`config.mk`:
```
export PLATFORM = sky130hd
export DESIGN_NAME = wdt_apb
export DESIGN_NICKNAME = d
export VERILOG_FILES = /design/src/rtl/wdt_pkg.sv /design/src/rtl/wdt_regif.sv /design/src/rtl/wdt_ctrl_fsm.sv /design/src/rtl/wdt_counter.sv /design/src/rtl/wdt_apb.sv
export SDC_FILE = /design/constraint.sdc
export NUM_CORES = 1
export LEC_CHECK = 0
export BUFFER_PORTS_ARGS = -buffer_cell sky130_fd_sc_hd__buf_2
export CAP_MARGIN = 20
export CELL_PAD_IN_SITES_DETAIL_PLACEMENT = 0
export CELL_PAD_IN_SITES_GLOBAL_PLACEMENT = 1
export CORE_MARGIN = 1.5
export CORE_UTILIZATION = 30
export CTS_CLUSTER_SIZE = 24
export DETAILED_ROUTE_END_ITERATION = 16
export PLACE_DENSITY = 0.6
export SLEW_MARGIN = 25
export SYNTH_ARGS = -nofsm -noshare
export SYNTH_HDL_FRONTEND = slang
export SYNTH_HIERARCHICAL = 1
export SYNTH_SLANG_ARGS = --single-unit
```
`constraint.sdc`:
```
create_clock -name clk -period 2.95 [get_ports clk]
set_input_delay 0.1475 -clock clk [delete_from_list [all_inputs] [get_ports clk]]
set_output_delay 0.1475 -clock clk [all_outputs]
set_load 0.005 [all_outputs]
```
`src/rtl/wdt_pkg.sv`:
```
package wdt_pkg;
    // Word indices (byte offset / 4) of the register map
    localparam int unsigned IDX_LOAD  = 0;
    localparam int unsigned IDX_VALUE = 1;
    localparam int unsigned IDX_CTRL  = 2;
    localparam int unsigned IDX_CLR   = 3;
    localparam int unsigned IDX_RIS   = 4;
    localparam int unsigned IDX_MIS   = 5;

    // Control bit positions
    localparam int unsigned BIT_EN    = 0;
    localparam int unsigned BIT_RSTEN = 1;

    typedef enum logic [1:0] {
        ST_OFF    = 2'd0,
        ST_ON     = 2'd1,
        ST_LOCKED = 2'd2
    } ctrl_state_e;
endpackage

```
`src/rtl/wdt_regif.sv`:
```
module wdt_regif
    import wdt_pkg::*;
#(
    parameter int unsigned ADDR_W = 12,
    parameter int unsigned DATA_W = 32
) (
    input  logic              psel_i,
    input  logic              penable_i,
    input  logic              pwrite_i,
    input  logic [ADDR_W-1:0] paddr_i,
    input  logic [DATA_W-1:0] load_i,
    input  logic [DATA_W-1:0] value_i,
    input  logic              en_i,
    input  logic              rsten_i,
    input  logic              ris_i,
    output logic              wr_load_o,
    output logic              wr_ctrl_o,
    output logic              wr_clr_o,
    output logic [DATA_W-1:0] prdata_o
);
    localparam int unsigned IDX_W = ADDR_W - 2;

    logic [IDX_W-1:0] word;
    logic             wr_hit;
    logic [1:0]       unused_byte_lanes;

    assign word              = paddr_i[ADDR_W-1:2];
    assign unused_byte_lanes = paddr_i[1:0];
    assign wr_hit            = psel_i && penable_i && pwrite_i;

    assign wr_load_o = wr_hit && (word == IDX_W'(IDX_LOAD));
    assign wr_ctrl_o = wr_hit && (word == IDX_W'(IDX_CTRL));
    assign wr_clr_o  = wr_hit && (word == IDX_W'(IDX_CLR));

    always_comb begin
        prdata_o = '0;
        if (word == IDX_W'(IDX_LOAD)) begin
            prdata_o = load_i;
        end else if (word == IDX_W'(IDX_VALUE)) begin
            prdata_o = value_i;
        end else if (word == IDX_W'(IDX_CTRL)) begin
            prdata_o[BIT_EN]    = en_i;
            prdata_o[BIT_RSTEN] = rsten_i;
        end else if (word == IDX_W'(IDX_RIS)) begin
            prdata_o[0] = ris_i;
        end else if (word == IDX_W'(IDX_MIS)) begin
            prdata_o[0] = ris_i && en_i;
        end
    end
endmodule

```
`src/rtl/wdt_ctrl_fsm.sv`:
```
module wdt_ctrl_fsm
    import wdt_pkg::*;
#(
    parameter bit LOCK_ON_ENABLE = 1'b0
) (
    input  logic clk,
    input  logic rst_n,
    input  logic wr_ctrl_i,
    input  logic en_bit_i,
    input  logic rsten_bit_i,
    output logic en_o,
    output logic rsten_o,
    output logic start_o
);
    ctrl_state_e state_q, state_d, arm_state;
    logic        rsten_q;

    generate
        if (LOCK_ON_ENABLE) begin : g_lock
            assign arm_state = ST_LOCKED;
        end else begin : g_free
            assign arm_state = ST_ON;
        end
    endgenerate

    always_comb begin
        state_d = state_q;
        unique case (state_q)
            ST_OFF:    if (wr_ctrl_i && en_bit_i)  state_d = arm_state;  // arm
            ST_ON:     if (wr_ctrl_i && !en_bit_i) state_d = ST_OFF;     // disarm
            ST_LOCKED: state_d = ST_LOCKED;                              // hold
            default:   state_d = ST_OFF;
        endcase
    end

    always_ff @(posedge clk or negedge rst_n) begin
        if (!rst_n) begin
            state_q <= ST_OFF;
            rsten_q <= 1'b0;
        end else begin
            state_q <= state_d;
            if (wr_ctrl_i && state_q != ST_LOCKED) rsten_q <= rsten_bit_i;
        end
    end

    always_comb begin
        en_o    = (state_q != ST_OFF);
        rsten_o = rsten_q;
        start_o = (state_q == ST_OFF) && wr_ctrl_i && en_bit_i;
    end

    // a locked controller ignores control writes
    a_r8_lock_ignores_write: assert property (@(posedge clk) disable iff (!rst_n)
        (state_q == ST_LOCKED && wr_ctrl_i) |=> (en_o && $stable(rsten_q)));

    // a start pulse leaves the counter enabled
    a_r5_start_enables: assert property (@(posedge clk) disable iff (!rst_n)
        start_o |=> en_o);
endmodule

```
`src/rtl/wdt_counter.sv`:
```
module wdt_counter #(
    parameter int unsigned DATA_W = 32
) (
    input  logic              clk,
    input  logic              rst_n,
    input  logic              tick_i,
    input  logic              en_i,
    input  logic              rsten_i,
    input  logic              wr_load_i,
    input  logic              wr_clr_i,
    input  logic              start_i,
    input  logic [DATA_W-1:0] wdata_i,
    output logic [DATA_W-1:0] load_o,
    output logic [DATA_W-1:0] value_o,
    output logic              ris_o,
    output logic              rst_req_o
);
    localparam logic [DATA_W-1:0] ONE = DATA_W'(1);

    logic [DATA_W-1:0] load_q, value_q;
    logic              ris_q, req_q;
    logic              any_wr, step, expire;

    assign any_wr = wr_load_i || wr_clr_i || start_i;
    assign step   = en_i && tick_i && !any_wr;
    assign expire = step && (value_q == ONE);

    always_ff @(posedge clk or negedge rst_n) begin
        if (!rst_n) begin
            load_q  <= '1;
            value_q <= '1;
            ris_q   <= 1'b0;
            req_q   <= 1'b0;
        end else begin
            req_q <= 1'b0;
            if (wr_load_i) begin
                load_q  <= wdata_i;
                value_q <= wdata_i;
            end else if (wr_clr_i || start_i) begin
                value_q <= load_q;
            end else if (step) begin
                value_q <= (value_q == '0) ? load_q : value_q - ONE;
            end
            if (wr_clr_i) begin
                ris_q <= 1'b0;
            end else if (expire) begin
                ris_q <= 1'b1;
                req_q <= ris_q && rsten_i;
            end
        end
    end

    assign load_o    = load_q;
    assign value_o   = value_q;
    assign ris_o     = ris_q;
    assign rst_req_o = req_q;

    // disabled counter holds
    a_r2_hold_when_off: assert property (@(posedge clk) disable iff (!rst_n)
        (!en_i && !wr_load_i && !wr_clr_i && !start_i) |=> $stable(value_q));

    // enabled tick decrements a nonzero count
    a_r3_decrement: assert property (@(posedge clk) disable iff (!rst_n)
        (step && value_q != '0) |=> (value_q == $past(value_q) - ONE));

    // tick at zero refills from load
    a_r6_refill_at_zero: assert property (@(posedge clk) disable iff (!rst_n)
        (step && value_q == '0) |=> (value_q == $past(load_q)));

    // load write sets load and count
    a_r4_load_write: assert property (@(posedge clk) disable iff (!rst_n)
        wr_load_i |=> (value_q == $past(wdata_i) && load_q == $past(wdata_i)));

    // clear write drops the flag and refills
    a_r7_clear: assert property (@(posedge clk) disable iff (!rst_n)
        wr_clr_i |=> (!ris_q && value_q == $past(load_q)));

    // request only with the flag set, one cycle wide
    a_r9_req_needs_flag: assert property (@(posedge clk) disable iff (!rst_n)
        rst_req_o |-> ris_q);
    a_r9_req_single: assert property (@(posedge clk) disable iff (!rst_n)
        rst_req_o |=> !rst_req_o);
endmodule

```
`src/rtl/wdt_apb.sv`:
```
module wdt_apb
    import wdt_pkg::*;
#(
    parameter int unsigned ADDR_W         = 12,
    parameter int unsigned DATA_W         = 32,
    parameter bit          LOCK_ON_ENABLE = 1'b0
) (
    input  logic              clk,
    input  logic              rst_n,
    input  logic              tick_en,
    input  logic              psel_i,
    input  logic              penable_i,
    input  logic              pwrite_i,
    input  logic [ADDR_W-1:0] paddr_i,
    input  logic [DATA_W-1:0] pwdata_i,
    output logic [DATA_W-1:0] prdata_o,
    output logic              pready_o,
    output logic              pslverr_o,
    output logic              irq_o,
    output logic              rst_req_o
);
    logic              wr_load, wr_ctrl, wr_clr;
    logic              en, rsten, start, ris;
    logic [DATA_W-1:0] load_v, value_v;

    wdt_regif #(.ADDR_W(ADDR_W), .DATA_W(DATA_W)) u_regif (
        .psel_i    (psel_i),
        .penable_i (penable_i),
        .pwrite_i  (pwrite_i),
        .paddr_i   (paddr_i),
        .load_i    (load_v),
        .value_i   (value_v),
        .en_i      (en),
        .rsten_i   (rsten),
        .ris_i     (ris),
        .wr_load_o (wr_load),
        .wr_ctrl_o (wr_ctrl),
        .wr_clr_o  (wr_clr),
        .prdata_o  (prdata_o)
    );

    wdt_ctrl_fsm #(.LOCK_ON_ENABLE(LOCK_ON_ENABLE)) u_ctrl (
        .clk         (clk),
        .rst_n       (rst_n),
        .wr_ctrl_i   (wr_ctrl),
        .en_bit_i    (pwdata_i[BIT_EN]),
        .rsten_bit_i (pwdata_i[BIT_RSTEN]),
        .en_o        (en),
        .rsten_o     (rsten),
        .start_o     (start)
    );

    wdt_counter #(.DATA_W(DATA_W)) u_cnt (
        .clk       (clk),
        .rst_n     (rst_n),
        .tick_i    (tick_en),
        .en_i      (en),
        .rsten_i   (rsten),
        .wr_load_i (wr_load),
        .wr_clr_i  (wr_clr),
        .start_i   (start),
        .wdata_i   (pwdata_i),
        .load_o    (load_v),
        .value_o   (value_v),
        .ris_o     (ris),
        .rst_req_o (rst_req_o)
    );

    assign irq_o     = ris && en;
    assign pready_o  = 1'b1;
    assign pslverr_o = 1'b0;

    // interrupt never raised while disabled
    a_r10_irq_gated: assert property (@(posedge clk) disable iff (!rst_n)
        (!en && !start) |=> !irq_o);
endmodule

```
[Yosys cells after proc, flatten, opt, wreduce, memory -nomap -nowiden]
Cells that the tools add are included.
Cells by class
  add/sub/neg operators: 1
  $mul: 0
  div/mod/pow operators: 0
  magnitude comparators: 0
  eq/ne operators: 11
  shifts and indexed selects: 0
  multiplexer cells: 18
  bitwise gates (word level): 0
  reductions and logical operators: 27
Operators with widths (count)
  two-way mux 32 bit: 5
  == test 32 x 1 -> 1 bit, second input constant: 1
  logical NOT 32 bit: 1
  subtractor 32 x 1 -> 32 bit, second input constant: 1
  two-way mux 30 bit: 1
  == test 10 x 2 -> 1 bit, second input constant: 2
  == test 10 x 3 -> 1 bit, second input constant: 2
  logical AND 1 bit: 15
  == test 10 x 1 -> 1 bit, second input constant: 1
  logical NOT 10 bit: 1
  two-way mux 1 bit: 8
  two-way mux 2 bit: 3
  one-hot mux 2 bit (3 select lines): 1
  inequality test 2 x 1 -> 1 bit, second input constant: 2
  nonzero test 2 bit: 2
  logical OR 1 bit: 3
  nonzero test 3 bit: 1
  == test 2 x 1 -> 1 bit, second input constant: 1
  == test 2 bit, second input constant: 1
  logical NOT 1 bit: 2
  logical NOT 2 bit: 1
  inequality test 2 bit, second input constant: 1
  AND reduction 2 bit: 1
Storage, ports and cells
  register bits after elaboration: 69
  bits in latches: 0
  RAM bits: 0
  bits in read-only memories: 0
  input bits: 50
  output and inout port bits: 36
  logic and storage cells: 63
  memories kept: 0

[Longest topological paths before layout]
Gate-level depths: netlist of the first run.
  depth after elaboration: 11
  gate-level depth with buffers: 12
  depth with buffers taken out: 11

[Hierarchy]
The synthesis of the first run kept the hierarchy.
By module, submodules not included
  wdt_counter: instances 1, cells each 414, area an instance 3762.4 sq um, seq. area each 1731.7 sq um
  wdt_regif: instances 1, cells each 58, area an instance 485.5 sq um, seq. area each 0.0 sq um
  wdt_ctrl_fsm: instances 1, cells each 11, area an instance 137.6 sq um, seq. area each 75.1 sq um
  wdt_apb: instances 1, cells each 5, area an instance 28.8 sq um, seq. area each 0.0 sq um

[Least setup slack after synthesis of the first run]
Ideal clock, no wire load.
  kind: input to register
  from: input paddr_i[9]
  to: register u_cnt.value_q[0], in the netlist u_cnt/value_o[0]
  setup time: 0.079 ns
  arrival: 2.586 ns
  data required time: 2.871 ns
  slack: 0.285 ns
  cell stages on the path: 11
  path buffers: 3
  path through: or4_4 nand2b_4 nor3_4 and4_1 clkbuf_1 nor2_1 nand2_1 clkbuf_1 clkbuf_1 o221ai_1 o21ai_0
On the way
  elaborated cells between the ends (all ways): 16
  classes of those cells: eq/ne (2); mux (2); reduce/logical (12)
RTL lines
  start, declared: line wdt_apb.sv:14  | input logic [ADDR_W-1:0] paddr_i,
  logical NOT 10 bit *: line wdt_regif.sv:31  | assign wr_load_o = wr_hit && (word == IDX_W'(IDX_LOAD));
  logical AND 1 bit *: line wdt_regif.sv:31
  named net wr_load: line wdt_apb.sv:22  | logic wr_load, wr_ctrl, wr_clr;
  logical OR 1 bit (2 in a row): line wdt_counter.sv:24  | assign any_wr = wr_load_i || wr_clr_i || start_i;
  logical NOT 1 bit: line wdt_counter.sv:25  | assign step = en_i && tick_i && !any_wr;
  logical AND 1 bit: line wdt_counter.sv:25
  nonzero test 3 bit (no line)
  end signal, assigned: line wdt_counter.sv:38  | value_q <= wdata_i;
  end signal, assigned: line wdt_counter.sv:40  | value_q <= load_q;
  end signal, assigned: line wdt_counter.sv:42  | value_q <= (value_q == '0) ? load_q : value_q - ONE;
  end, declared: line wdt_counter.sv:20  | logic [DATA_W-1:0] load_q, value_q;
Mark *: on every way through the listed nets, which the timed path passes. The rest lies on a longest branch.
A chain may end at the register's enable or synchronous reset.

[Worst setup path after layout of the first run]
  from: register u_cnt.value_q[0], in the netlist u_cnt/value_o[0]
  to: register u_cnt.value_q[25], in the netlist u_cnt/value_o[25]
On the way
  word-level cells in the longest chain between the ends: 5
  elaborated cells between the ends (all ways): 6
  classes of those cells: add/sub (1); mux (4); reduce/logical (1)
RTL lines
  subtractor 32 x 1 -> 32 bit or logical NOT 32 bit (tied branches): line wdt_counter.sv:42
  two-way mux 32 bit *: line wdt_counter.sv:42
  two-way mux 32 bit *: line wdt_counter.sv:41  | end else if (step) begin
  two-way mux 32 bit *: line wdt_counter.sv:39  | end else if (wr_clr_i || start_i) begin
  two-way mux 32 bit *: line wdt_counter.sv:36  | if (wr_load_i) begin
Mark *: on every way between the ends. The rest lies on a longest branch, timed or not. The select of a mux whose other input is x is not followed.

==> metrics.yaml, run 1 <==
timing:
  min_period_ns: 2.74
  max_freq_mhz: 365
  relSlewSlack: 0.335
  setup_viol: 0
  post-route-period-util: 0.928
  rsz0062_at_grt: "no"
  finalMaxSlewViolations: 0
  tightest_slew_ns: 0.994
  skew_ns: 0.00705
  tns_ns: 0
  hold_violations: 0
synth:
  yosys.area.top_type: "dfstp_2"
  synth_cell_types: 73
  synth_area_leaders: "dfstp_2 38%, a22o_1 6.0%, nand2_1 4.8%"
  yosysWarningCount: 6
  syn-num-nets: 540
  synth_seq_cells: 69
  async_flop_share: 1.00
  synth_top_cell_area_share: 0.381
  syn_area_per_cell_um2: 9.05
  netlist_instances: 488
  synth_edf_count: 0
  syn_area_um2: 4410
  yosys_most_used_dff: "dfstp_2"
  synth.yosys.seq_area_share: 0.409
run_status:
  status: "complete, no violations"
placement:
  dpl.hpwl_mm: 10.0
  io_buffer_count: 81
  gp_congestion: 0.818
clock_network:
  numCtsBuffers: 9
  cts_root_buffer: "clkbuf_16"
  cts_max_path_buffers: 2
  clk_latency_ns: 0.34
  clk_pin_slew_ns: 0.05
  cts_tree: "done"
  htreeDepth: 3
  clock_sinks: 69
floorplanning:
  num_rows: 44
  io_pins: 86
  die_h_um: 124
  die_w_um: 124
  core_area_um2: 14400
  start_util: 0.306
  fp.dieArea_um2: 15500
detailed_routing:
  dr.pass1.iters: 4
  drt-total-wl_mm: 13.9
  drc: 0
  viasPerCell: 5.36
  antenna_left: 0
  dr_total_vias: 4111
  drt-initial-drc-count: 213
  wire_per_inst_um: 18.1
pwr:
  clkPwrFrac: 0.497
  total_leakage_power_nw: 2.48
  pwr-share-seq: 0.442
  p_sw_frac: 0.215
  net-switching-power_mw: 0.479
  combinationalPowerShare: 0.061
  power_mw: 2.23
  p_per_area_nw_per_um2: 410
  peakVddDrop_mv: 0.301
  power.internal_mw: 1.75
min_path:
  holdPathStages: 3
  hold_path_class: "in -> reg"
  holdPathEnd: "u_cnt/load_o[11]"
  worstHoldStart: "pwdata_i[11]"
critical_path:
  r2r-start: "u_cnt/value_o[0]"
  cp_max_fo: 8
  r2r_slack_ns: 0.21
  cp-start-kind: "register"
  endpoint_kind: "register"
  r2r-end: "u_cnt/value_o[25]"
  crit_type: "reg -> reg"
  crit_arrival_ns: 2.99
  reg2reg_depth: 9
  required_ns: 3.21
global_routing:
  grt_start_max_net_pins: 49
  grt-ovfl-total: 0
  antenna_found_initial: 0
  grt_pass1_wl_mm: 22.9
  grt_pass1_vias: 4259
  grt_use_total: 0.186
layout:
  antenna_cells: 0
  nNetsFinal: 631
  fillCellCount: 1509
  area_growth_pct: 23.1
  layout-drive-gt1-share: 0.370
run:
  maxCapViolCount: 0
through the flow:
stage | util | cells | setup WS (ns) | instance area (um2) | hold slack (ns)
detailed placement | 0.355 | 751 | 0.178 | 5120 | 0.140
floorplan | - | 488 | 0.285 | 4410 | -0.148
CTS | 0.377 | 767 | 0.217 | 5430 | 0.0170
finish | 0.377 | 767 | 0.212 | 5430 | 0.0331
global placement | 0.355 | 751 | 0.198 | 5120 | 0.142
global route | 0.377 | 767 | 0.0954 | 5430 | 0.0297
synth_stat cells (3+ instances only):
library cell	count
dfstp_2	64
nand2_1	56
nor2_1	34
o21ai_0	32
a22o_1	30
inv_1	27
clkbuf_1	20
nand3_1	18
nor3_1	18
or3_1	12
nor4_1	11
a21oi_1	10
nand2b_1	9
or4_1	7
mux2i_1	6
nand4_1	6
o211ai_1	6
o311ai_0	6
dfrtp_1	5
mux2_2	5
o221ai_1	5
o22ai_1	5
a211oi_1	4
a22oi_1	4
buf_4	4
nor4b_1	4
xnor2_1	4
a21boi_0	3
a31oi_1	3
a32oi_1	3
buf_2	3
buf_6	3
o31ai_1	3
or2_2	3
or4_4	3
registers in the layout, summed over array words and instances (netlist names):
register / count
u_cnt/load_o: 32
u_cnt/value_o: 32
u_ctrl/state_q: 2
u_cnt/ris_o: 1
u_cnt/rst_req_o: 1
u_ctrl/rsten_o: 1
cell usage in the layout (no fill, tap or decap), drive strengths merged, types with 6 or more instances in the layout:
| cell type | count |
|---|---|
| o311ai | 6 |
| nor4 | 13 |
| nand2b | 10 |
| nand4 | 6 |
| or4 | 11 |
| o21ai | 33 |
| nand2 | 57 |
| o211ai | 6 |
| buf | 110 |
| or3 | 12 |
| nand3 | 18 |
| inv | 27 |
| mux2i | 6 |
| dfstp | 64 |
| clkbuf | 14 |
| nor2 | 34 |
| a22o | 30 |
| a21oi | 11 |
| mux2 | 6 |
| nor3 | 20 |
metal layers:
metal,track usage,part of all wire,vias up
li1,-,-,1994
met1,0.251,0.45,1988
met2,0.292,0.48,118
met3,0.0485,0.062,11
met4,0.0534,0.013,0
met5,0,0,-
worst max-delay path by stage:
stage                                    to  slack [ns]  cells past startpoint              from
final                     u_cnt/value_o[25]        0.21                      9  u_cnt/value_o[0]
after global routing      u_cnt/value_o[14]         0.1                      9  u_cnt/value_o[0]
after CTS                 u_cnt/value_o[25]        0.22                      9  u_cnt/value_o[0]
after detailed placement  u_cnt/value_o[12]        0.18                     12        paddr_i[9]
after global placement    u_cnt/value_o[12]        0.20                     12        paddr_i[9]
after floorplan            u_cnt/value_o[0]        0.28                     11        paddr_i[9]
cells by family (layout without fill, tap and decap cells):
group	after synthesis	after routing	share of synthesized area
compound gates	133	133	0.226
xor+xnor	6	6	0.0119
fa+ha+maj	2	2	0.00567
buf+inv	58	153	0.0587
flops	69	69	0.409
mux	12	12	0.0298
other cells	2	2	0.00170
simple gates	206	206	0.257
worst max-delay path, cell delays in order, from the launching register on:
cell and delay (ns):
dfstp_2 0.39, inv_1 0.08, ha_1 0.22, or4b_1 0.47, or3_1 0.48, buf_4 0.23
o41ai_4 0.25, buf_4 0.24, nor3_1 0.07, a211oi_1 0.23
what timing repair did:
action	CTS	global route
gates resized for setup	0	0
endpoints found under the hold margin	5	0
buffers inserted	0	0
hold buffers	1	0
final cells by class:
cell class	count	area, um2	area share
clock buffers	14	274	0.0504
clock inverters	1	30.0	0.00553
inverters	27	101	0.0187
multi-input cells	361	2360	0.434
flip-flops and latches	69	1810	0.332
well taps	184	230	0.0424
repair buffers	111	633	0.117
power by group through the flow:
| stage | Sequential (mW) | Clock, mW | Combinational, mW |
|---|---|---|---|
| after CTS | 0.982 | 1.15 | 0.139 |
| after detailed placement | 0.996 | 0 | 0.137 |
| after global routing | 0.984 | 1.18 | 0.153 |
| after floorplan | 0.990 | 0 | 0.0607 |
| final | 0.983 | 1.11 | 0.136 |
| after global placement | 0.995 | 0 | 0.135 |
(Power assumes the default switching activity.)
==> run 2, diff against run 1 <==
--- a/config.mk
+++ b/config.mk
@@ -5,7 +5,6 @@
 export SDC_FILE = /design/constraint.sdc
 export NUM_CORES = 1
 export LEC_CHECK = 0
-export BUFFER_PORTS_ARGS = -buffer_cell sky130_fd_sc_hd__buf_2
 export CAP_MARGIN = 20
 export CELL_PAD_IN_SITES_DETAIL_PLACEMENT = 0
 export CELL_PAD_IN_SITES_GLOBAL_PLACEMENT = 1
@@ -13,7 +12,10 @@
 export CORE_UTILIZATION = 30
 export CTS_CLUSTER_SIZE = 24
 export DETAILED_ROUTE_END_ITERATION = 16
-export PLACE_DENSITY = 0.6
+export DONT_BUFFER_PORTS = 1
+export PLACE_DENSITY = 0.53
+export SETUP_SLACK_MARGIN = 0.3
+export SKIP_LAST_GASP = 1
 export SLEW_MARGIN = 25
 export SYNTH_ARGS = -nofsm -noshare
 export SYNTH_HDL_FRONTEND = slang
==> metrics.yaml, run 2 (same netlist as run 1, synthesis figures left out) <==
run_status:
  status: "complete, no violations"
clock_network:
  clk_latency_ns: 0.34
  cts_root_buffer: "clkbuf_16"
  numCtsBuffers: 9
  htreeDepth: 3
  clock_sinks: 69
  cts_tree: "done"
  clk_pin_slew_ns: 0.06
  cts_max_path_buffers: 2
floorplanning:
  num_rows: 44
  die_h_um: 124
  die_w_um: 124
  io_pins: 86
  core_area_um2: 14400
  fp.dieArea_um2: 15500
  start_util: 0.306
critical_path:
  cp-start-kind: "register"
  crit_cells: 6
  r2r_slack_ns: 0.26
  crit_chain: "or4_4 -> or4_4 -> o41ai_4 -> nand2_2 -> o22a_1 -> o21a_1"
  crit_type: "reg -> reg"
  r2r-end: "u_cnt/value_o[29]"
  crit_buf_inv: 0
  crit_path_top_delay_cell: "or4_4"
  r2r-start: "u_cnt/value_o[18]"
  cp-endpoint: "u_cnt/value_o[29]"
  reg2reg_depth: 6
  cp_common_cell: "or4_4"
  cp-startpoint: "u_cnt/value_o[18]"
  crit_arrival_ns: 2.96
  cp_top_family: "simple AND/OR/NAND/NOR gates"
  required_ns: 3.21
  cpPeakStageDelay_ns: 0.60
  cp_max_fo: 6
  endpoint_kind: "register"
layout:
  final_cells: 728
  antenna_cells: 0
  nNetsFinal: 591
  final_cell_mix: "64 x dfstp_2, 56 x nand2_1, 38 x buf_4"
  layout-drive-gt1-share: 0.314
  final_common_cell: "dfstp_2"
  fin_util: 0.389
  area_growth_pct: 27.1
detailed_routing:
  drc: 0
  dr_total_vias: 4058
  drt-total-wl_mm: 14.4
  viasPerCell: 5.57
  dr.pass1.iters: 6
  antenna_left: 0
  drt-initial-drc-count: 205
  wire_per_inst_um: 19.8
pwr:
  power_mw: 2.31
  peakVddDrop_mv: 0.353
  total_leakage_power_nw: 2.34
  p_per_area_nw_per_um2: 412
timing:
  min_period_ns: 2.69
  relSlewSlack: 0.573
  finalMaxSlewViolations: 0
  post-route-period-util: 0.913
  tns_ns: 0
  skew_ns: 0.00713
  setup_viol: 0
  tightest_slew_ns: 0.636
  rsz0062_at_grt: "yes"
  hold_violations: 0
  max_freq_mhz: 371
  setup_ws_ns: 0.257
placement:
  gp_congestion: 0.824
  dpl.hpwl_mm: 9.97
  io_buffer_count: 0
  dp_cells: 672
  dp_slack_ns: 0.174
min_path:
  hold_path_class: "in -> reg"
global_routing:
  grt_pass1_vias: 4107
  met2_usage: 0.306
  met3_usage: 0.0425
  grt_start_max_net_pins: 70
  grt_use_total: 0.190
  grt_pass1_wl_mm: 23.3
  use_met1: 0.259
  grt_busiest_layer: "met2"
  antenna_found_initial: 0
  grt-ovfl-total: 0
run:
  maxCapViolCount: 0
==> run 2: cell count changes in the layout (fill, tap and decap cells not counted), sizes merged <==
cell,delta
dlygate4sd3,+26
clkinv,+2
clkbuf,-2
bufinv,+1
buf,-66
==> run 2: cell type report <==
cell class / count / area, um2
Timing Repair Buffer: 71 / 633
Inverter: 27 / 101
Clock buffer: 12 / 256
Sequential cell: 69 / 1810
Multi-Input combinational cell: 361 / 2510
Fill cell: 1477 / 8810
Tap cell: 184 / 230
Clock inverter: 4 / 70.1
==> run 2: worst min-delay path by stage <==
stage	start	endpoint	depth (start not counted)
4_1_cts	pwdata_i[27]	u_cnt/load_o[27]	2
3_5_place_dp	rst_n	u_ctrl/state_q[0]	0
3_3_place_gp	rst_n	u_ctrl/state_q[0]	0
2_1_floorplan	rst_n	u_cnt/ris_o	0
5_1_grt	pwdata_i[9]	u_cnt/load_o[9]	2
6_report	pwdata_i[9]	u_cnt/load_o[9]	2
==> run 2: stage by stage <==
| stage | hold WS (ns) | instance area, um2 |
|---|---|---|
| after floorplan | -0.148 | 4420 |
| after detailed placement | -0.140 | 4730 |
| after global placement | -0.143 | 4730 |
| after global routing | 0.0224 | 5610 |
| after CTS | 0.00282 | 5390 |
| final | 0.0189 | 5610 |
==> run 2: power by group <==
| group | switching (mW) | internal [mW] | total, mW |
|---|---|---|---|
| logic | 0.0753 | 0.0737 | 0.149 |
| registers | 0.0134 | 0.969 | 0.982 |
| clock network | 0.399 | 0.783 | 1.18 |
==> run 2: repair_timing <==
item | in CTS | in global routing
endpoints found under the setup margin | 16 | 27
buffers inserted | 0 | 11
pin swaps | 0 | 11
hold buffers | 28 | 0
gates resized for setup | 6 | 27
endpoints found under the hold margin | 108 | 0
cloned | 0 | 1
==> run 2: layer usage <==
layer | routed length [um] | vias up
met1 | 6870 | 2021
met4 | 214 | 0
met5 | 0 | -
met2 | 6790 | 90
met3 | 528 | 24
li1 | - | 1923
